--- src/rtl/secctl_pkg.sv ---
package secctl_pkg;

  // Access size encoding on psize
  typedef enum logic [1:0] {
    SZ_BYTE = 2'b00,
    SZ_HALF = 2'b01,
    SZ_WORD = 2'b10
  } xfer_size_e;

  // 16-byte block codes taken from paddr[11:4]
  localparam logic [7:0] BLK_CFG       = 8'h01;
  localparam logic [7:0] BLK_AHBX_NS   = 8'h06;
  localparam logic [7:0] BLK_APBI_NS   = 8'h07;
  localparam logic [7:0] BLK_APBX_NS   = 8'h08;
  localparam logic [7:0] BLK_AHBX_PRIV = 8'h0A;
  localparam logic [7:0] BLK_APBI_PRIV = 8'h0B;
  localparam logic [7:0] BLK_APBX_PRIV = 8'h0C;
  localparam logic [7:0] BLK_ID_LO     = 8'hFD;
  localparam logic [7:0] BLK_ID_MID    = 8'hFE;
  localparam logic [7:0] BLK_ID_HI     = 8'hFF;

  localparam int unsigned NSC_W = 2;

  // Identification byte k (0..11 from 0xFD0 upward) for either window
  function automatic logic [7:0] id_byte(input logic [3:0] k, input logic ns_view);
    logic [7:0] b;
    case (k)
      4'd0:    b = 8'h04;
      4'd4:    b = ns_view ? 8'h53 : 8'h52;
      4'd5:    b = 8'hB8;
      4'd6:    b = 8'h0B;
      4'd8:    b = 8'h0D;
      4'd9:    b = 8'hF0;
      4'd10:   b = 8'h05;
      4'd11:   b = 8'hB1;
      default: b = 8'h00;
    endcase
    return b;
  endfunction

endpackage

--- src/rtl/secctl_apb_front.sv ---
module secctl_apb_front
  import secctl_pkg::*;
(
  input  logic        psel_s,
  input  logic        psel_ns,
  input  logic        penable,
  input  logic        pwrite,
  input  logic [1:0]  psize,
  input  logic [1:0]  pa_lo,
  input  logic [31:0] word_rd,
  output logic        view_ns,
  output logic        wr_s,
  output logic        wr_ns,
  output logic [31:0] prdata
);

  logic        access;
  logic        word_wr;
  logic [31:0] shifted;

  // Secure select has priority when both are raised
  assign view_ns = psel_ns && !psel_s;
  assign access  = (psel_s || psel_ns) && penable;
  assign word_wr = access && pwrite && psize[1];
  assign wr_s    = word_wr && !view_ns;
  assign wr_ns   = word_wr && view_ns;

  // Narrow reads: shift the addressed lanes down, then mask
  assign shifted = word_rd >> {pa_lo, 3'b000};

  always_comb begin
    if (psize[1])                       prdata = word_rd;
    else if (psize == SZ_HALF)          prdata = {16'h0000, shifted[15:0]};
    else                                prdata = {24'h000000, shifted[7:0]};
  end

endmodule

--- src/rtl/secctl_cfg.sv ---
module secctl_cfg
  import secctl_pkg::*;
(
  input  logic             clk,
  input  logic             rst_n,
  input  logic             we_resp,
  input  logic             we_nsc,
  input  logic [31:0]      wdata,
  output logic             resp_q,
  output logic [NSC_W-1:0] nsc_q
);

  logic             resp_d;
  logic [NSC_W-1:0] nsc_d;
  logic             unused_wdata;

  assign unused_wdata = ^wdata[31:NSC_W];

  always_comb begin
    resp_d = resp_q;
    nsc_d  = nsc_q;
    if (we_resp) resp_d = wdata[0];
    if (we_nsc)  nsc_d  = wdata[NSC_W-1:0];
  end

  always_ff @(posedge clk or negedge rst_n) begin
    if (!rst_n) begin
      resp_q <= 1'b0;
      nsc_q  <= '0;
    end else begin
      if (we_resp) resp_q <= resp_d;
      if (we_nsc)  nsc_q  <= nsc_d;
    end
  end

endmodule

--- src/rtl/secctl_ckr_group.sv ---
module secctl_ckr_group #(
  parameter int unsigned N_CKR  = 4,
  parameter int unsigned N_PORT = 16
) (
  input  logic                    clk,
  input  logic                    rst_n,
  input  logic                    we_ns,
  input  logic                    we_sp,
  input  logic                    we_nsp,
  input  logic [1:0]              idx,
  input  logic [31:0]             wdata,
  output logic [31:0]             rd_ns,
  output logic [31:0]             rd_sp,
  output logic [31:0]             rd_nsp,
  output logic [N_CKR*N_PORT-1:0] nonsec_o,
  output logic [N_CKR*N_PORT-1:0] priv_o
);

  localparam int unsigned TOT = N_CKR * N_PORT;

  logic [N_PORT-1:0] ns_q  [N_CKR];
  logic [N_PORT-1:0] sp_q  [N_CKR];
  logic [N_PORT-1:0] nsp_q [N_CKR];
  logic [N_PORT-1:0] ns_d  [N_CKR];
  logic [N_PORT-1:0] sp_d  [N_CKR];
  logic [N_PORT-1:0] nsp_d [N_CKR];
  logic              sel_ok;
  logic              upd_en;
  logic              unused_wdata;

  assign unused_wdata = ^wdata;
  assign sel_ok = (32'(idx) < N_CKR);
  assign upd_en = (we_ns || we_sp || we_nsp) && sel_ok;

  // Next state: only the indexed checker takes the truncated data
  always_comb begin
    for (int c = 0; c < int'(N_CKR); c++) begin
      ns_d[c]  = ns_q[c];
      sp_d[c]  = sp_q[c];
      nsp_d[c] = nsp_q[c];
      if (sel_ok && idx == 2'(c)) begin
        if (we_ns)  ns_d[c]  = wdata[N_PORT-1:0];
        if (we_sp)  sp_d[c]  = wdata[N_PORT-1:0];
        if (we_nsp) nsp_d[c] = wdata[N_PORT-1:0];
      end
    end
  end

  always_ff @(posedge clk or negedge rst_n) begin
    if (!rst_n) begin
      for (int c = 0; c < int'(N_CKR); c++) begin
        ns_q[c]  <= '0;
        sp_q[c]  <= '0;
        nsp_q[c] <= '0;
      end
    end else if (upd_en) begin
      for (int c = 0; c < int'(N_CKR); c++) begin
        ns_q[c]  <= ns_d[c];
        sp_q[c]  <= sp_d[c];
        nsp_q[c] <= nsp_d[c];
      end
    end
  end

  // Readback of the indexed checker; absent index reads zero
  always_comb begin
    rd_ns  = '0;
    rd_sp  = '0;
    rd_nsp = '0;
    for (int c = 0; c < int'(N_CKR); c++) begin
      if (sel_ok && idx == 2'(c)) begin
        rd_ns  = 32'(ns_q[c]);
        rd_sp  = 32'(sp_q[c]);
        rd_nsp = 32'(nsp_q[c]);
      end
    end
  end

  // Per-port outputs
  for (genvar c = 0; c < N_CKR; c++) begin : g_ckr
    for (genvar p = 0; p < N_PORT; p++) begin : g_port
      assign nonsec_o[c*N_PORT+p] = ns_q[c][p];
      assign priv_o[c*N_PORT+p]   = ns_q[c][p] ? nsp_q[c][p] : sp_q[c][p];
    end
  end

  // with no mask write the priv levels cannot move
  a_r4_priv_hold: assert property (@(posedge clk) disable iff (!rst_n)
    !(we_ns || we_sp || we_nsp) |=> $stable(priv_o));

  // nonsec levels move only after a non-secure mask write
  a_r3_nonsec_hold: assert property (@(posedge clk) disable iff (!rst_n)
    !we_ns |=> $stable(nonsec_o));

  // a write to an absent checker index leaves every level alone
  a_r5_absent_idx: assert property (@(posedge clk) disable iff (!rst_n)
    !sel_ok |=> $stable(nonsec_o) && $stable(priv_o));

  initial begin
    a_r2_width: assert (N_PORT >= 1 && N_PORT <= 32 && N_CKR <= 4 && TOT > 0);
  end

endmodule

--- src/rtl/secctl_ppc_cfg.sv ---
module secctl_ppc_cfg
  import secctl_pkg::*;
#(
  parameter int unsigned AHBX_CKRS = 4,
  parameter int unsigned APBI_CKRS = 2,
  parameter int unsigned APBX_CKRS = 4,
  parameter int unsigned EXP_PORTS = 16,
  parameter int unsigned INT_PORTS = 4
) (
  input  logic                           clk,
  input  logic                           rst_n,
  input  logic                           psel_s,
  input  logic                           psel_ns,
  input  logic                           penable,
  input  logic                           pwrite,
  input  logic [11:0]                    paddr,
  input  logic [1:0]                     psize,
  input  logic [31:0]                    pwdata,
  output logic [31:0]                    prdata,
  output logic                           pready,
  output logic                           pslverr,
  output logic                           resp_cfg_o,
  output logic [1:0]                     nsc_cfg_o,
  output logic [AHBX_CKRS*EXP_PORTS-1:0] ahbx_nonsec_o,
  output logic [AHBX_CKRS*EXP_PORTS-1:0] ahbx_priv_o,
  output logic [APBI_CKRS*INT_PORTS-1:0] apbi_nonsec_o,
  output logic [APBI_CKRS*INT_PORTS-1:0] apbi_priv_o,
  output logic [APBX_CKRS*EXP_PORTS-1:0] apbx_nonsec_o,
  output logic [APBX_CKRS*EXP_PORTS-1:0] apbx_priv_o
);

  logic [7:0]  blk;
  logic [1:0]  sub;
  logic        view_ns;
  logic        wr_s;
  logic        wr_ns;
  logic [31:0] word_rd;
  logic [3:0]  id_k;

  logic [31:0] ahbx_rns, ahbx_rsp, ahbx_rnsp;
  logic [31:0] apbi_rns, apbi_rsp, apbi_rnsp;
  logic [31:0] apbx_rns, apbx_rsp, apbx_rnsp;

  assign blk     = paddr[11:4];
  assign sub     = paddr[3:2];
  assign id_k    = {blk[1:0] - 2'd1, sub};
  assign pready  = 1'b1;
  assign pslverr = 1'b0;

  secctl_apb_front u_front (
    .psel_s  (psel_s),
    .psel_ns (psel_ns),
    .penable (penable),
    .pwrite  (pwrite),
    .psize   (psize),
    .pa_lo   (paddr[1:0]),
    .word_rd (word_rd),
    .view_ns (view_ns),
    .wr_s    (wr_s),
    .wr_ns   (wr_ns),
    .prdata  (prdata)
  );

  secctl_cfg u_cfg (
    .clk     (clk),
    .rst_n   (rst_n),
    .we_resp (wr_s && blk == BLK_CFG && sub == 2'd0),
    .we_nsc  (wr_s && blk == BLK_CFG && sub == 2'd1),
    .wdata   (pwdata),
    .resp_q  (resp_cfg_o),
    .nsc_q   (nsc_cfg_o)
  );

  secctl_ckr_group #(.N_CKR(AHBX_CKRS), .N_PORT(EXP_PORTS)) u_ahbx (
    .clk      (clk),
    .rst_n    (rst_n),
    .we_ns    (wr_s  && blk == BLK_AHBX_NS),
    .we_sp    (wr_s  && blk == BLK_AHBX_PRIV),
    .we_nsp   (wr_ns && blk == BLK_AHBX_PRIV),
    .idx      (sub),
    .wdata    (pwdata),
    .rd_ns    (ahbx_rns),
    .rd_sp    (ahbx_rsp),
    .rd_nsp   (ahbx_rnsp),
    .nonsec_o (ahbx_nonsec_o),
    .priv_o   (ahbx_priv_o)
  );

  secctl_ckr_group #(.N_CKR(APBI_CKRS), .N_PORT(INT_PORTS)) u_apbi (
    .clk      (clk),
    .rst_n    (rst_n),
    .we_ns    (wr_s  && blk == BLK_APBI_NS),
    .we_sp    (wr_s  && blk == BLK_APBI_PRIV),
    .we_nsp   (wr_ns && blk == BLK_APBI_PRIV),
    .idx      (sub),
    .wdata    (pwdata),
    .rd_ns    (apbi_rns),
    .rd_sp    (apbi_rsp),
    .rd_nsp   (apbi_rnsp),
    .nonsec_o (apbi_nonsec_o),
    .priv_o   (apbi_priv_o)
  );

  secctl_ckr_group #(.N_CKR(APBX_CKRS), .N_PORT(EXP_PORTS)) u_apbx (
    .clk      (clk),
    .rst_n    (rst_n),
    .we_ns    (wr_s  && blk == BLK_APBX_NS),
    .we_sp    (wr_s  && blk == BLK_APBX_PRIV),
    .we_nsp   (wr_ns && blk == BLK_APBX_PRIV),
    .idx      (sub),
    .wdata    (pwdata),
    .rd_ns    (apbx_rns),
    .rd_sp    (apbx_rsp),
    .rd_nsp   (apbx_rnsp),
    .nonsec_o (apbx_nonsec_o),
    .priv_o   (apbx_priv_o)
  );

  // Read mux per window; everything not listed reads zero
  always_comb begin
    word_rd = '0;
    if (view_ns) begin
      case (blk)
        BLK_AHBX_PRIV: word_rd = ahbx_rnsp;
        BLK_APBI_PRIV: word_rd = apbi_rnsp;
        BLK_APBX_PRIV: word_rd = apbx_rnsp;
        BLK_ID_LO, BLK_ID_MID, BLK_ID_HI:
                       word_rd = {24'h0, id_byte(id_k, 1'b1)};
        default:       word_rd = '0;
      endcase
    end else begin
      case (blk)
        BLK_CFG: begin
          if (sub == 2'd0)      word_rd = {31'h0, resp_cfg_o};
          else if (sub == 2'd1) word_rd = {30'h0, nsc_cfg_o};
        end
        BLK_AHBX_NS:   word_rd = ahbx_rns;
        BLK_APBI_NS:   word_rd = apbi_rns;
        BLK_APBX_NS:   word_rd = apbx_rns;
        BLK_AHBX_PRIV: word_rd = ahbx_rsp;
        BLK_APBI_PRIV: word_rd = apbi_rsp;
        BLK_APBX_PRIV: word_rd = apbx_rsp;
        BLK_ID_LO, BLK_ID_MID, BLK_ID_HI:
                       word_rd = {24'h0, id_byte(id_k, 1'b0)};
        default:       word_rd = '0;
      endcase
    end
  end

  // a narrow write leaves every pin unchanged
  a_r9_narrow_write_ignored: assert property (@(posedge clk) disable iff (!rst_n)
    ((psel_s || psel_ns) && penable && pwrite && !psize[1]) |=>
      $stable(resp_cfg_o) && $stable(nsc_cfg_o) && $stable(ahbx_nonsec_o) &&
      $stable(apbi_nonsec_o) && $stable(apbx_nonsec_o) && $stable(ahbx_priv_o) &&
      $stable(apbi_priv_o) && $stable(apbx_priv_o));

  // the non-secure window never reaches non-secure masks or config fields
  a_r6_ns_view_limited: assert property (@(posedge clk) disable iff (!rst_n)
    (psel_ns && !psel_s && penable && pwrite) |=>
      $stable(resp_cfg_o) && $stable(nsc_cfg_o) && $stable(ahbx_nonsec_o) &&
      $stable(apbi_nonsec_o) && $stable(apbx_nonsec_o));

  // a word write to 0x14 in the secure window loads the callable field
  a_r7_nsc_load: assert property (@(posedge clk) disable iff (!rst_n)
    (psel_s && penable && pwrite && psize[1] && paddr[11:2] == 10'h005) |=>
      nsc_cfg_o == $past(pwdata[1:0]));

  // with no transfer in its access phase nothing changes
  a_r11_idle_hold: assert property (@(posedge clk) disable iff (!rst_n)
    !((psel_s || psel_ns) && penable) |=>
      $stable(resp_cfg_o) && $stable(nsc_cfg_o) && $stable(apbx_priv_o));

endmodule

--- config.mk ---
export PLATFORM = sky130hd
export DESIGN_NAME = secctl_ppc_cfg
export DESIGN_NICKNAME = d
export VERILOG_FILES = /design/src/rtl/secctl_pkg.sv /design/src/rtl/secctl_apb_front.sv /design/src/rtl/secctl_cfg.sv /design/src/rtl/secctl_ckr_group.sv /design/src/rtl/secctl_ppc_cfg.sv
export SDC_FILE = /design/constraint.sdc
export NUM_CORES = 1
export LEC_CHECK = 0
export BUFFER_PORTS_ARGS = -buffer_cell sky130_fd_sc_hd__buf_2
export CAP_MARGIN = 20
export CORE_UTILIZATION = 45
export DETAILED_ROUTE_END_ITERATION = 10
export PLACE_DENSITY = 0.66
export SETUP_SLACK_MARGIN = 0.1
export SLEW_MARGIN = 0
export SYNTH_ARGS = -nofsm -noshare
export SYNTH_HDL_FRONTEND = slang
export SYNTH_SLANG_ARGS = --single-unit
--- constraint.sdc ---
create_clock -name clk -period 12.6 [get_ports clk]
set_input_delay 3.78 -clock clk [delete_from_list [all_inputs] [get_ports clk]]
set_output_delay 3.78 -clock clk [all_outputs]
set_load 0.02 [all_outputs]
== After elaboration in Yosys (flattened, before gate mapping) ==
Memory sizes are Yosys's and may differ from the RTL's.
Cells that the tools add are included.
Word-level totals
  flip-flop bits (word level): 411
  ROM bits: 256
  input bits: 52
  logic and storage cells: 286
  memories kept: 2
Operators by class
  add/sub/neg operators: 1
  order comparisons: 1
  equal/unequal tests: 14
  shift-type cells: 1
  multiplexer cells: 173
  reductions and logical operators: 62
Memories
  (name not given): words 16, bits a word 8, rd ports 1, clocked after Yosys merged registers in 0, wr ports 0, line secctl_pkg.sv:27  | case (k)
  (name not given): words 16, bits a word 8, rd ports 1, clocked after Yosys merged registers in 0, wr ports 0, line secctl_pkg.sv:27
Operators by type and width (count)
  $mux W16: 25
  $pmux W32 S8: 1
  $mux W1: 136
  $pmux W32 S4: 1
  $reduce_and A3 Y1: 30
  $mux W32: 2
  $eq A8 B4 Y1 const B: 4
  $shr A32 B5 Y16: 1
  $eq A8 B8 Y1 const B: 3
  $mux W4: 6
  $logic_and A1 B1 Y1: 21
  $eq A8 B3 Y1 const B: 2
  $eq A8 B1 Y1 const B: 1
  $logic_or A1 B1 Y1: 7
  $eq A2 B1 Y1 const B: 2
  $eq A2 B2 Y1 const B: 2
  $mux W2: 2
  $reduce_or A3 Y1: 1
  $logic_not A1 Y1: 2
  $logic_not A2 Y1: 1
  $lt A2 B2 Y1 const B: 1
  $sub A2 B1 Y2 const B: 1

== Longest topological paths before layout ==
Gate-level depths: netlist of run 1.
  word-level depth: 10
  mapped depth: 12
  gate-level depth less buffers: 8

== Hierarchy ==
From an unflattened synthesis of run 1, not the netlist that was laid out.
Unflattened totals
  cells, all modules: 1826
  area total of the unflattened synthesis: 24279.5 µm²
Modules (own cells, without submodules)
  secctl_ckr_group at u_ahbx ...: instances 2, cells each 599, area an instance 9564.2 µm², seq. area each 4804.6 µm²
  secctl_ppc_cfg: instances 1, cells each 369, area an instance 2526.2 µm², seq. area each 0.0 µm²
  secctl_ckr_group at u_apbi: instances 1, cells each 175, area an instance 1910.6 µm², seq. area each 600.6 µm²
  secctl_apb_front: instances 1, cells each 78, area an instance 605.6 µm², seq. area each 0.0 µm²
  secctl_cfg: instances 1, cells each 6, area an instance 108.9 µm², seq. area each 75.1 µm²

== Worst setup path before layout of run 1 ==
No wires, ideal clock.
  path type: input to output
  start: input paddr[2]
  end: output prdata[1]
  data arrival time: 5982 ps
  required time: 8820 ps
  path slack: 2838 ps
  cell stages on the path: 12
  buffers on the path: 5
  cells stage by stage: inv_1 > ha_1 > buf_2 > nand2b_1 > buf_2 > buf_2 > buf_1 > buf_1 > o221ai_1 > a211oi_1 > nor2_1 > o211ai_1
Between the ends
  word-level cells in the longest chain between the ends: 10
  elaborated cells on any way between the ends: 47
  classes of those cells: order compare (1); eq/ne (3); shift (1); mux (37); reduce/logical (3); memory (2)
Ends and longest elaborated chain
  from (decl): line secctl_ppc_cfg.sv:16  | input logic [11:0] paddr,
  $logic_not A2 Y1: line secctl_ckr_group.sv:71, secctl_ppc_cfg.sv:134
  $mux W16 (4 in a row): line secctl_ckr_group.sv:71  | if (sel_ok && idx == 2'(c)) begin
  $pmux W32 S8 or $pmux W32 S4 (tied branches): line secctl_ppc_cfg.sv:132, secctl_ppc_cfg.sv:123
  $mux W32 (*): line secctl_ppc_cfg.sv:122  | if (view_ns) begin
  $shr A32 B5 Y16: line secctl_apb_front.sv:29  | assign shifted = word_rd >> {pa_lo, 3'b000};
  $mux W16: line secctl_apb_front.sv:33  | else if (psize == SZ_HALF) prdata = {16'h0000, shifted[15:0]};
  $mux W32 (*): line secctl_apb_front.sv:32  | if (psize[1]) prdata = word_rd;
  to (decl): line secctl_ppc_cfg.sv:19  | output logic [31:0] prdata,
Mark *: on every way between the ends. The rest lies on a longest branch, timed or not.

== Final worst setup path of run 1 ==
  start: input paddr[9]
  end: output prdata[0]
Between the ends
  word-level cells in the longest chain between the ends: 7
  elaborated cells on any way between the ends: 17
  classes of those cells: eq/ne (10); shift (1); mux (5); reduce/logical (1)
Ends and longest elaborated chain (line)
  $eq A8 B8 Y1: secctl_ppc_cfg.sv:123, secctl_ppc_cfg.sv:132
  $reduce_or A3 Y1: secctl_ppc_cfg.sv:123, secctl_ppc_cfg.sv:132
  $pmux W32 S8 or $pmux W32 S4 (tied branches): secctl_ppc_cfg.sv:132, secctl_ppc_cfg.sv:123
  $mux W32 (*): secctl_ppc_cfg.sv:122
  $shr A32 B5 Y16: secctl_apb_front.sv:29
  $mux W16: secctl_apb_front.sv:33
  $mux W32 (*): secctl_apb_front.sv:32
Marked as above.

==> metrics.txt, run 1 <==
hold crit path type reg -> reg; asr flop ratio synth 1.00; leakage 12.5 nW; initial antenna violation count 3; clock latency on the worst-skew pair roughly 0.58 ns; HPWL Detailed about 49000 µm; Post-DP Area approximately 23000 µm²; DR vias/cell about 6.4; Seq/Total Area, Yosys 0.496; post-CTS setup buffers 0; Design Area, Final 24300 µm²; Initial Util 0.457; RSZ-0062 raised after global routing no; die area ~47000 µm²; CORE AREA 45400 µm²; period utilisation layout 0.894; CTS root buf clkbuf_16; Final setup viols 0; cts hold-fix bufs 0; met2 WL between 30000 and 40000 µm; Fin. Hold Viols 0; share of layout cells above drive strength 1 0.514; Cells after Synth roughly 1700; Fin Clk Skew 0 ns; startpoint types primary input; top_reg_cell synth dfrtp_1; port buffer count 326; Final WS setup around 1.3 ns; outcome finished clean; vias in the first global route about 16000; Tot GR Track Use 0.314; Vias around 16000; library cells used by synthesis 53; GRT Residual Overflow 0; M1 wire length between 30000 and 40000 µm; Max clock buf depth 3; Area Growth Syn to Fin 17.3%; Ys Warns 0; final-stage net count roughly 2000; die width approximately 220 µm; Least-Margin Pin Slew around 1.1 ns; Die H 217 µm; clk slew on worst S/H paths 0.06 ns; Max VDD drop approximately 97 µV; Pins Over Slew Limit 0; global placement routability congestion just over 0.9; Pre-Repair DR Iteration Count 5; FMAX between 80 and 90 MHz; WP data arrival about 7.5 ns; TritonCTS Buffers 44; drt first-iter violations 1573; CP endpoint kind primary output; WL met3 6540 µm; CTS tree done; pwr/cell area roughly 120 nW/µm²; Final ANT Viol Nets 0; pre-CTS WS 1.41 ns; first-pass GRT wire length between 100000 and 150000 µm; number of synthesized flops with an enable pin 0; most frequent cells in the layout mux2_2 (547), dfrtp_1 (411), buf_2 (325); largest net degree at the start of global routing roughly 150; IO Count approximately 360; hold slack between 0.5 and 0.6 ns; min Tclk post-route 11.27 ns; synthesized area per cell 12.5 µm²; top layer in use met5; WS Path Type in -> out; H-tree levels 2; DRC 0; mapped cell area about 21000 µm²; setup tns final 0 ns; synthesized flop and latch total 411; required time of the worst setup path around 8.8 ns; WL/cell 29.3 µm; clk sink count between 400 and 500; Rows between 70 and 80; max_cap viols 0; CP max FO 12; Post-Route WL approximately 75000 µm; most common cell after layout, fill and taps aside mux2_2; Worst slew margin 0.289; CTS resizes 0
path summary, 6_finish.rpt:
path	from	end	slack, ns	cells past startpoint
max	paddr[9]	prdata[0]	1.33	9
min	u_apbx.nsp_q[18]	u_apbx.nsp_q[18]	0.53	1
max reg2reg	u_apbx.nonsec_o[31]	u_apbx.nonsec_o[31]	11.72	1
min reg2reg	u_apbx.nsp_q[18]	u_apbx.nsp_q[18]	0.53	1
max in group asynchronous	rst_n	u_apbx.nsp_q[53]	7.07	3
min in group asynchronous	rst_n	u_apbx.nonsec_o[34]	3.27	1
registers in the layout, summed over array words and instances, names as in the netlist:
signal           flops
u_ahbx.nonsec_o     64
u_ahbx.nsp_q        64
u_ahbx.sp_q         64
u_apbi.nonsec_o      8
u_apbi.nsp_q         8
u_apbi.sp_q          8
u_apbx.nonsec_o     64
u_apbx.nsp_q        64
u_apbx.sp_q         64
u_cfg.nsc_q          2
u_cfg.resp_q         1
layout make-up:
class / count / area, µm²
Timing Repair Buffer: 366 / 1950
Multi-Input combinational cell: 1090 / 9800
Antenna cell: 2 / 5.00
Sequential cell: 411 / 10300
Fill cell: 3908 / 21100
Inverter: 10 / 37.5
Clock inverter: 23 / 269
Clock buffer: 58 / 1210
Tap cell: 600 / 751
routing by layer:
layer	track usage	vias up
li1	-	6810
met1	0.423	8458
met2	0.481	834
met3	0.0657	182
met4	0.150	2
met5	0	-
critical path, cell delays in order:
cell      delay, ns
buf_2          0.12
nor4_2         0.90
nand3_1        0.76
buf_4          0.46
or3_1          0.40
a41oi_1        0.22
o21ai_0        0.34
o211ai_1       0.28
buf_2          0.23
stage by stage:
step,cells,utilization,power [W]
2_1_floorplan,1674,-,0.00144
3_3_place_gp,2477,0.503,0.00151
3_5_place_dp,2477,0.503,0.00151
4_1_cts,2558,0.536,0.00285
5_1_grt,2559,0.536,0.00292
6_report,2560,0.536,0.00283
Yosys cell counts, drive strengths merged (3+ instances only):
master	count	area (µm²)
o41ai	3	45.1
o221ai	9	78.8
a211o	3	26.3
or3	26	163
a41oi	6	60.1
a21oi	21	105
o22ai	63	394
dfrtp	411	10300
a221o	17	170
and3	8	50.1
o21a	3	22.5
o211ai	4	30.0
inv	10	37.5
nand3	28	160
and2	6	37.5
ha	9	113
nand2b	18	113
a22oi	16	120
mux2	547	6160
and3b	3	26.3
clkbuf	107	402
o31ai	11	82.6
nor4	10	68.8
a311oi	3	26.3
nor2	29	109
buf	56	312
nor2b	21	131
o21ai	13	65.1
a31oi	4	25.0
a211oi	7	52.6
nand2	41	154
nor3	37	185
a221oi	86	753
a2111oi	3	26.3
logic make-up (layout without fill, tap and decap cells):
logic type | Yosys count | count (layout) | synth area share
fa+ha+maj | 9 | 9 | 0.00543
compound gates | 282 | 282 | 0.105
simple gates | 234 | 234 | 0.0602
other cells | 2 | 20 | 0.000362
mux | 547 | 547 | 0.297
buf+inv | 173 | 457 | 0.0362
flops | 411 | 411 | 0.496
power by group:
part	total [W]	switching (W)	internal (W)	leakage, nW
clock	0.00134	0.000573	0.000769	0.705
sequential	0.00132	0.00000247	0.00132	5.74
combinational	0.000166	0.000125	0.0000401	6.10
Power figures use the tool's default switching activity.
==> run 2: changes to the inputs <==
- PLACE_DENSITY: 0.66 -> 0.65
- SYNTH_HIERARCHICAL: not set -> 1
==> run 2 against run 1 <==
Against the previous run:
- worst hold slack lost 0.0018 ns
- synthesized area grew 17%
- non-clock buffer count shrank 10
- clock skew is the same
- first-iteration DRC count shrank 29%
- via count shrank 1.3%
- largest cell class is now multi-input combinational cells
- largest power group is now registers
- highest routed layer unchanged
==> metrics.txt, run 2 <==
outcome finished clean; required time of the worst setup path 8.82 ns (about the same); Post-Route WL 73500 µm (-2.1%); WP data arrival 7.23 ns (-0.26 ns); library cells used by synthesis 62 (+17%); Max clock buf depth 3 (unchanged); CP endpoint kind primary output; Final ANT Viol Nets 0 (unchanged); synthesized area per cell 13.3 µm² (+6.3%); share of layout cells above drive strength 1 0.524 (+0.00962); Seq/Total Area, Yosys 0.424 (-0.0724); Final Util 0.509 (-0.0269); hold_sp u_apbx/sp_q[9]; GRT Residual Overflow 0 (unchanged); leakage 13.9 nW (+10%); Design Area, Final 27000 µm² (+11%); Fin Clk Skew 0 ns (unchanged); R2R depth 1 (unchanged); vias in the first global route 16400 (+2.9%); most frequent cells in the layout mux2_2 (548), dfrtp_1 (411), buf_2 (323); Ys Warns 6 (+6); CTS resizes 0 (unchanged); Pre-Repair DR Iteration Count 10 (+5); Final setup viols 0 (unchanged); FMAX 90.8 MHz (+2.3%); die width 234 µm (+8.1%); Rows 84 (+7.7%); area share of the largest cell type after synthesis 0.424 (-0.0724); max_cap viols 0 (unchanged); cts hold-fix bufs 0 (unchanged); Post-DP Area 25500 µm² (+12%); clk sink count 411 (unchanged); slowest stage delay, CP 0.87 ns (-0.03 ns); IO Count 361 (unchanged); Final Power 0.00280 W (-1.2%); most instantiated cells after synthesis mux2_2 (548), dfrtp_1 (411), buf_4 (215); top_reg_cell synth dfrtp_1; mapped cell area 24300 µm² (+17%); top cells by area, synth dfrtp_1 (42%), mux2_2 (25%), mux4_2 (8.9%); drt first-iter violations 1123 (-29%); Least-Margin Pin Slew 1.02 ns (-0.0379 ns); first-pass GRT wire length 106000 µm (-0.98%); startpoint types primary input; global placement routability congestion 0.925 (+1.4%); Area Growth Syn to Fin 11.0%; Die H 234 µm (+8.1%); CTS root buf clkbuf_16; number of synthesized flops with an enable pin 0 (unchanged); Pins Over Slew Limit 0 (unchanged); hold path depth 1 (unchanged); initial antenna violation count 2 (-1); final-stage net count 2138 (+7.8%); R2R Setup Slk 11.76 ns (+0.04 ns); crit path max-delay cell type and3_1; hold crit path type reg -> reg; HPWL Detailed 50500 µm (+3.1%); post-synth top area cell dfrtp_1; clk slew on worst S/H paths 0.06 ns (about the same); die area 54900 µm² (+17%); worst-path cell chain buf_2 -> inv_1 -> ha_2 -> buf_4 -> and3_1 -> buf_4 -> a222oi_1 -> o22ai_1 -> mux2i_1 -> a2bb2oi_1 -> o22a_1 -> buf_2; TritonCTS Buffers 45 (+2.3%); Initial Util 0.458 (+0.00145); pwr/cell area 104 nW/µm² (-11%); most common cell after layout, fill and taps aside mux2_2; R2R Path End u_apbx/nonsec_o[22]; Min-Delay Endpoint u_apbx/sp_q[9]; Max VDD drop 73.7 µV (-24%); DRC 0 (unchanged); WL/cell 26.2 µm (-10%); Cells after Synth 1826 (+10%); clock latency on the worst-skew pair 0.57 ns (about the same); most common cell in the netlist mux2_2; synthesized flop and latch total 411 (unchanged); Tot GR Track Use 0.265 (-0.0484); largest net degree at the start of global routing 147 (-1.3%); Final Non-Filler Cells 2801 (+9.4%); Vias 16100 (-1.3%); CORE AREA 53000 µm² (+17%); period utilisation layout 0.874 (-0.0204); asr flop ratio synth 1.00 (unchanged); Worst slew margin 0.317 (+0.0279); port buffer count 326 (unchanged); placed instance count 2719 (+9.8%); post-CTS setup buffers 0 (unchanged); WS Path Type in -> out; RSZ-0062 raised after global routing no; DR vias/cell 5.74 (-9.8%); setup tns final 0 ns (unchanged); worst reg2reg startpoint u_apbx/nonsec_o[22]; Fin. Hold Viols 0 (unchanged); CTS tree done; min Tclk post-route 11.01 ns (-0.257 ns); CP max FO 40 (+28); H-tree levels 2 (unchanged)
==> run 2: worst max path at each step <==
stage / from / endpoint / slack [ns] / depth (start not counted)
floorplan: paddr[2] / prdata[12] / 2.78 / 12
global placement: paddr[4] / prdata[15] / 1.82 / 11
detailed placement: paddr[4] / prdata[15] / 1.73 / 11
CTS: paddr[4] / prdata[15] / 1.72 / 11
global route: paddr[4] / prdata[15] / 1.32 / 11
finish: paddr[4] / prdata[6] / 1.59 / 12
==> run 2: per-stage QoR <==
| step | hold slack (ns) | setup slack (ns) |
|---|---|---|
| detailed placement | 0.510 | 1.73 |
| global placement | 0.505 | 1.82 |
| global route | 0.545 | 1.32 |
| finish | 0.525 | 1.59 |
| floorplan | 0.491 | 2.78 |
| CTS | 0.523 | 1.72 |
==> run 2: cell type report <==
class	count	area [µm²]
Antenna cell	2	5.00
Inverter	6	22.5
Clock inverter	9	98.8
Fill cell	4647	26000
Clock buffer	71	1360
Tap cell	688	861
Timing Repair Buffer	356	1910
Sequential cell	411	10300
Multi-Input combinational cell	1258	12400
==> run 2: where the power goes <==
part / internal [W] / switching (W)
sequential: 0.00132 / 0.00000239
clock: 0.000776 / 0.000529
combinational: 0.0000466 / 0.000121
==> run 2: worst max-delay path: cells and delay by family <==
family	cells	cell delay, ns
multiplexers	1	0.17
AND/OR/NAND/NOR	1	0.87
buffers and inverters	5	1.14
adder cells (fa/ha/maj)	1	0.35
AO/OA/AOI/OAI	4	0.90
==> run 2: cell families after synthesis <==
logic type / Yosys count / share of synthesized area
buffers and inverters: 334 / 0.0929
and+or+nand+nor: 157 / 0.0466
adders and majority gates: 8 / 0.00412
AOI/OAI and AO/OA: 232 / 0.0742
other: 5 / 0.000773
DFF: 411 / 0.424
muxes: 679 / 0.358
==> run 2: metal layers <==
metal,part of all wire,vias up,GRT usage
met1,0.41,8379,0.345
met5,0.00011,-,0
met3,0.066,100,0.0590
met2,0.49,500,0.434
li1,-,7097,-
met4,0.033,2,0.0942
==> run 3: changes to the inputs <==
- MAX_ROUTING_LAYER: not set -> met4
==> run 3 against run 2 <==
Against the previous run:
- core utilization barely moved
- worst hold slack worse by 0.0021 ns
- clock-buffer cell count shrank 1
- clock power is essentially flat
- sequential share of layout area about the same
- first-iteration DRC count up 11%
- die area unchanged
- critical endpoint is now prdata[4]
==> metrics.txt, run 3 (synthesized netlist as in run 2, its figures left out) <==
global placement routability congestion 0.925 (about the same); DRC 0 (unchanged); CORE AREA 53000 µm² (unchanged); Tot GR Track Use 0.272 (+0.00627); clk sink count 411 (unchanged); most common cell after layout, fill and taps aside mux2_2; CTS tree done; drt first-iter violations 1244 (+11%); first-pass GRT wire length 106000 µm (-0.56%); clk slew on worst S/H paths 0.06 ns (about the same); hold path depth 1 (unchanged); Post-Route WL 73100 µm (-0.53%); die width 234 µm (unchanged); Final WS setup 1.67 ns (+0.0853 ns); largest net degree at the start of global routing 145 (-1.4%); H-tree levels 2 (unchanged); CP max FO 37 (-7.5%); FMAX 91.5 MHz (+0.78%); CTS resizes 0 (unchanged); Final Util 0.508 (about the same); Area Growth Syn to Fin 10.9% (about the same); DR vias/cell 5.77 (+0.45%); WS Path Type in -> out; crit-path most repeated cell buf_2; most frequent cells in the layout mux2_2 (548), dfrtp_1 (411), buf_2 (323); HPWL Detailed 50700 µm (+0.33%); pre-CTS WS 1.72 ns (-0.0118 ns); RSZ-0062 raised after global routing no; die area 54900 µm² (unchanged); required time of the worst setup path 8.82 ns (about the same); Worst slew margin 0.356 (+0.0391); TritonCTS Buffers 44 (-2.2%); startpoint types primary input; worst-path cell chain buf_2 -> or4_1 -> nor3_4 -> buf_4 -> o2bb2ai_1 -> a211oi_1 -> o22ai_1 -> mux2i_1 -> a2bb2oi_1 -> o22a_1 -> buf_2; max_cap viols 0 (unchanged); outcome finished clean; hold crit path type reg -> reg; leakage 13.8 nW (about the same); Fin. Hold Viols 0 (unchanged); port buffer count 326 (unchanged); hold slack 0.523 ns (-0.00211 ns); post-CTS setup buffers 0 (unchanged); R2R depth 1 (unchanged); GRT Residual Overflow 0 (unchanged); cts hold-fix bufs 0 (unchanged); period utilisation layout 0.867 (-0.00677); Pins Over Slew Limit 0 (unchanged); Die H 234 µm (unchanged); Final ANT Viol Nets 0 (unchanged); Initial Util 0.458 (unchanged); share of layout cells above drive strength 1 0.524 (about the same); vias in the first global route 16200 (-1.2%); slowest stage delay, CP 0.84 ns (-0.03 ns); Final setup viols 0 (unchanged); clock latency on the worst-skew pair 0.56 ns (about the same); Max VDD drop 78.8 µV (+6.9%); Pre-Repair DR Iteration Count 9 (-1); Least-Margin Pin Slew 0.965 ns (-0.0586 ns); Max clock buf depth 3 (unchanged); setup tns final 0 ns (unchanged); Rows 84 (unchanged); CTS root buf clkbuf_16; min Tclk post-route 10.93 ns (-0.0853 ns); final-stage net count 2138 (unchanged); Vias 16100 (+0.27%); IO Count 361 (unchanged); pwr/cell area 103 nW/µm² (-1.1%); WL/cell 26.1 µm (-0.35%); WP data arrival 7.15 ns (-0.08 ns); Fin Clk Skew 0 ns (unchanged); CP endpoint kind primary output; initial antenna violation count 1 (-1); crit path max-delay cell type or4_1
[run 3: cell types whose count changed in the layout (fill, tap and decap cells not counted), moves of 2 or more]
cell       change
clkbuf_1       -3
clkbuf_16      -2
clkbuf_8       +4
clkinv_2       -3
[run 3: report_power, final]
group	switching (W)	internal [W]	total, W
Clock	0.000521	0.000749	0.00127
Sequential	0.00000238	0.00132	0.00133
Combinational	0.000122	0.0000476	0.000170
Total	0.000646	0.00212	0.00277
[run 3: final timing paths]
| path | start | endpoint | slack (ns) |
|---|---|---|---|
| min reg2reg | u_apbx/sp_q[18] | u_apbx/sp_q[18] | 0.52 |
| min in group asynchronous | rst_n | u_ahbx/nonsec_o[49] | 3.30 |
| max in group asynchronous | rst_n | u_apbx/nonsec_o[6] | 7.32 |
| min | u_apbx/sp_q[18] | u_apbx/sp_q[18] | 0.52 |
| max | paddr[9] | prdata[4] | 1.67 |
| max reg2reg | u_apbx/nonsec_o[2] | u_apbx/nonsec_o[2] | 11.73 |
[run 3: final cells by class]
class / instances / area, µm²
clock buffers: 70 / 1350
fillers: 4584 / 26000
diodes: 1 / 2.50
multi-input cells: 1258 / 12400
well taps: 688 / 861
inverters: 6 / 22.5
clock inverters: 5 / 53.8
repair buffers: 357 / 1940
flip-flops and latches: 411 / 10300
[run 3: routing by layer]
metal  wire length, µm  vias to the layer above  track usage
li1                  -                     7121            -
met1             31400                     8417        0.354
met2             35700                      473        0.431
met3              3790                      110       0.0450
met4              2190                        0       0.0869
met5                 0                        -            -
[run 3: stage by stage]
stage | instances | instance area, µm² | total power (W)
after floorplan | 2003 | 24900 | 0.00149
after global placement | 2719 | 25500 | 0.00151
after detailed placement | 2719 | 25500 | 0.00152
after CTS | 2794 | 26900 | 0.00279
after global routing | 2796 | 26900 | 0.00286
final | 2796 | 26900 | 0.00277
[run 3: worst max-delay path: cells and delay by family]
kind            cells  cell delay, ns
simple gates        2            1.31
buf+inv             3            0.75
mux                 1            0.20
compound gates      5            1.07
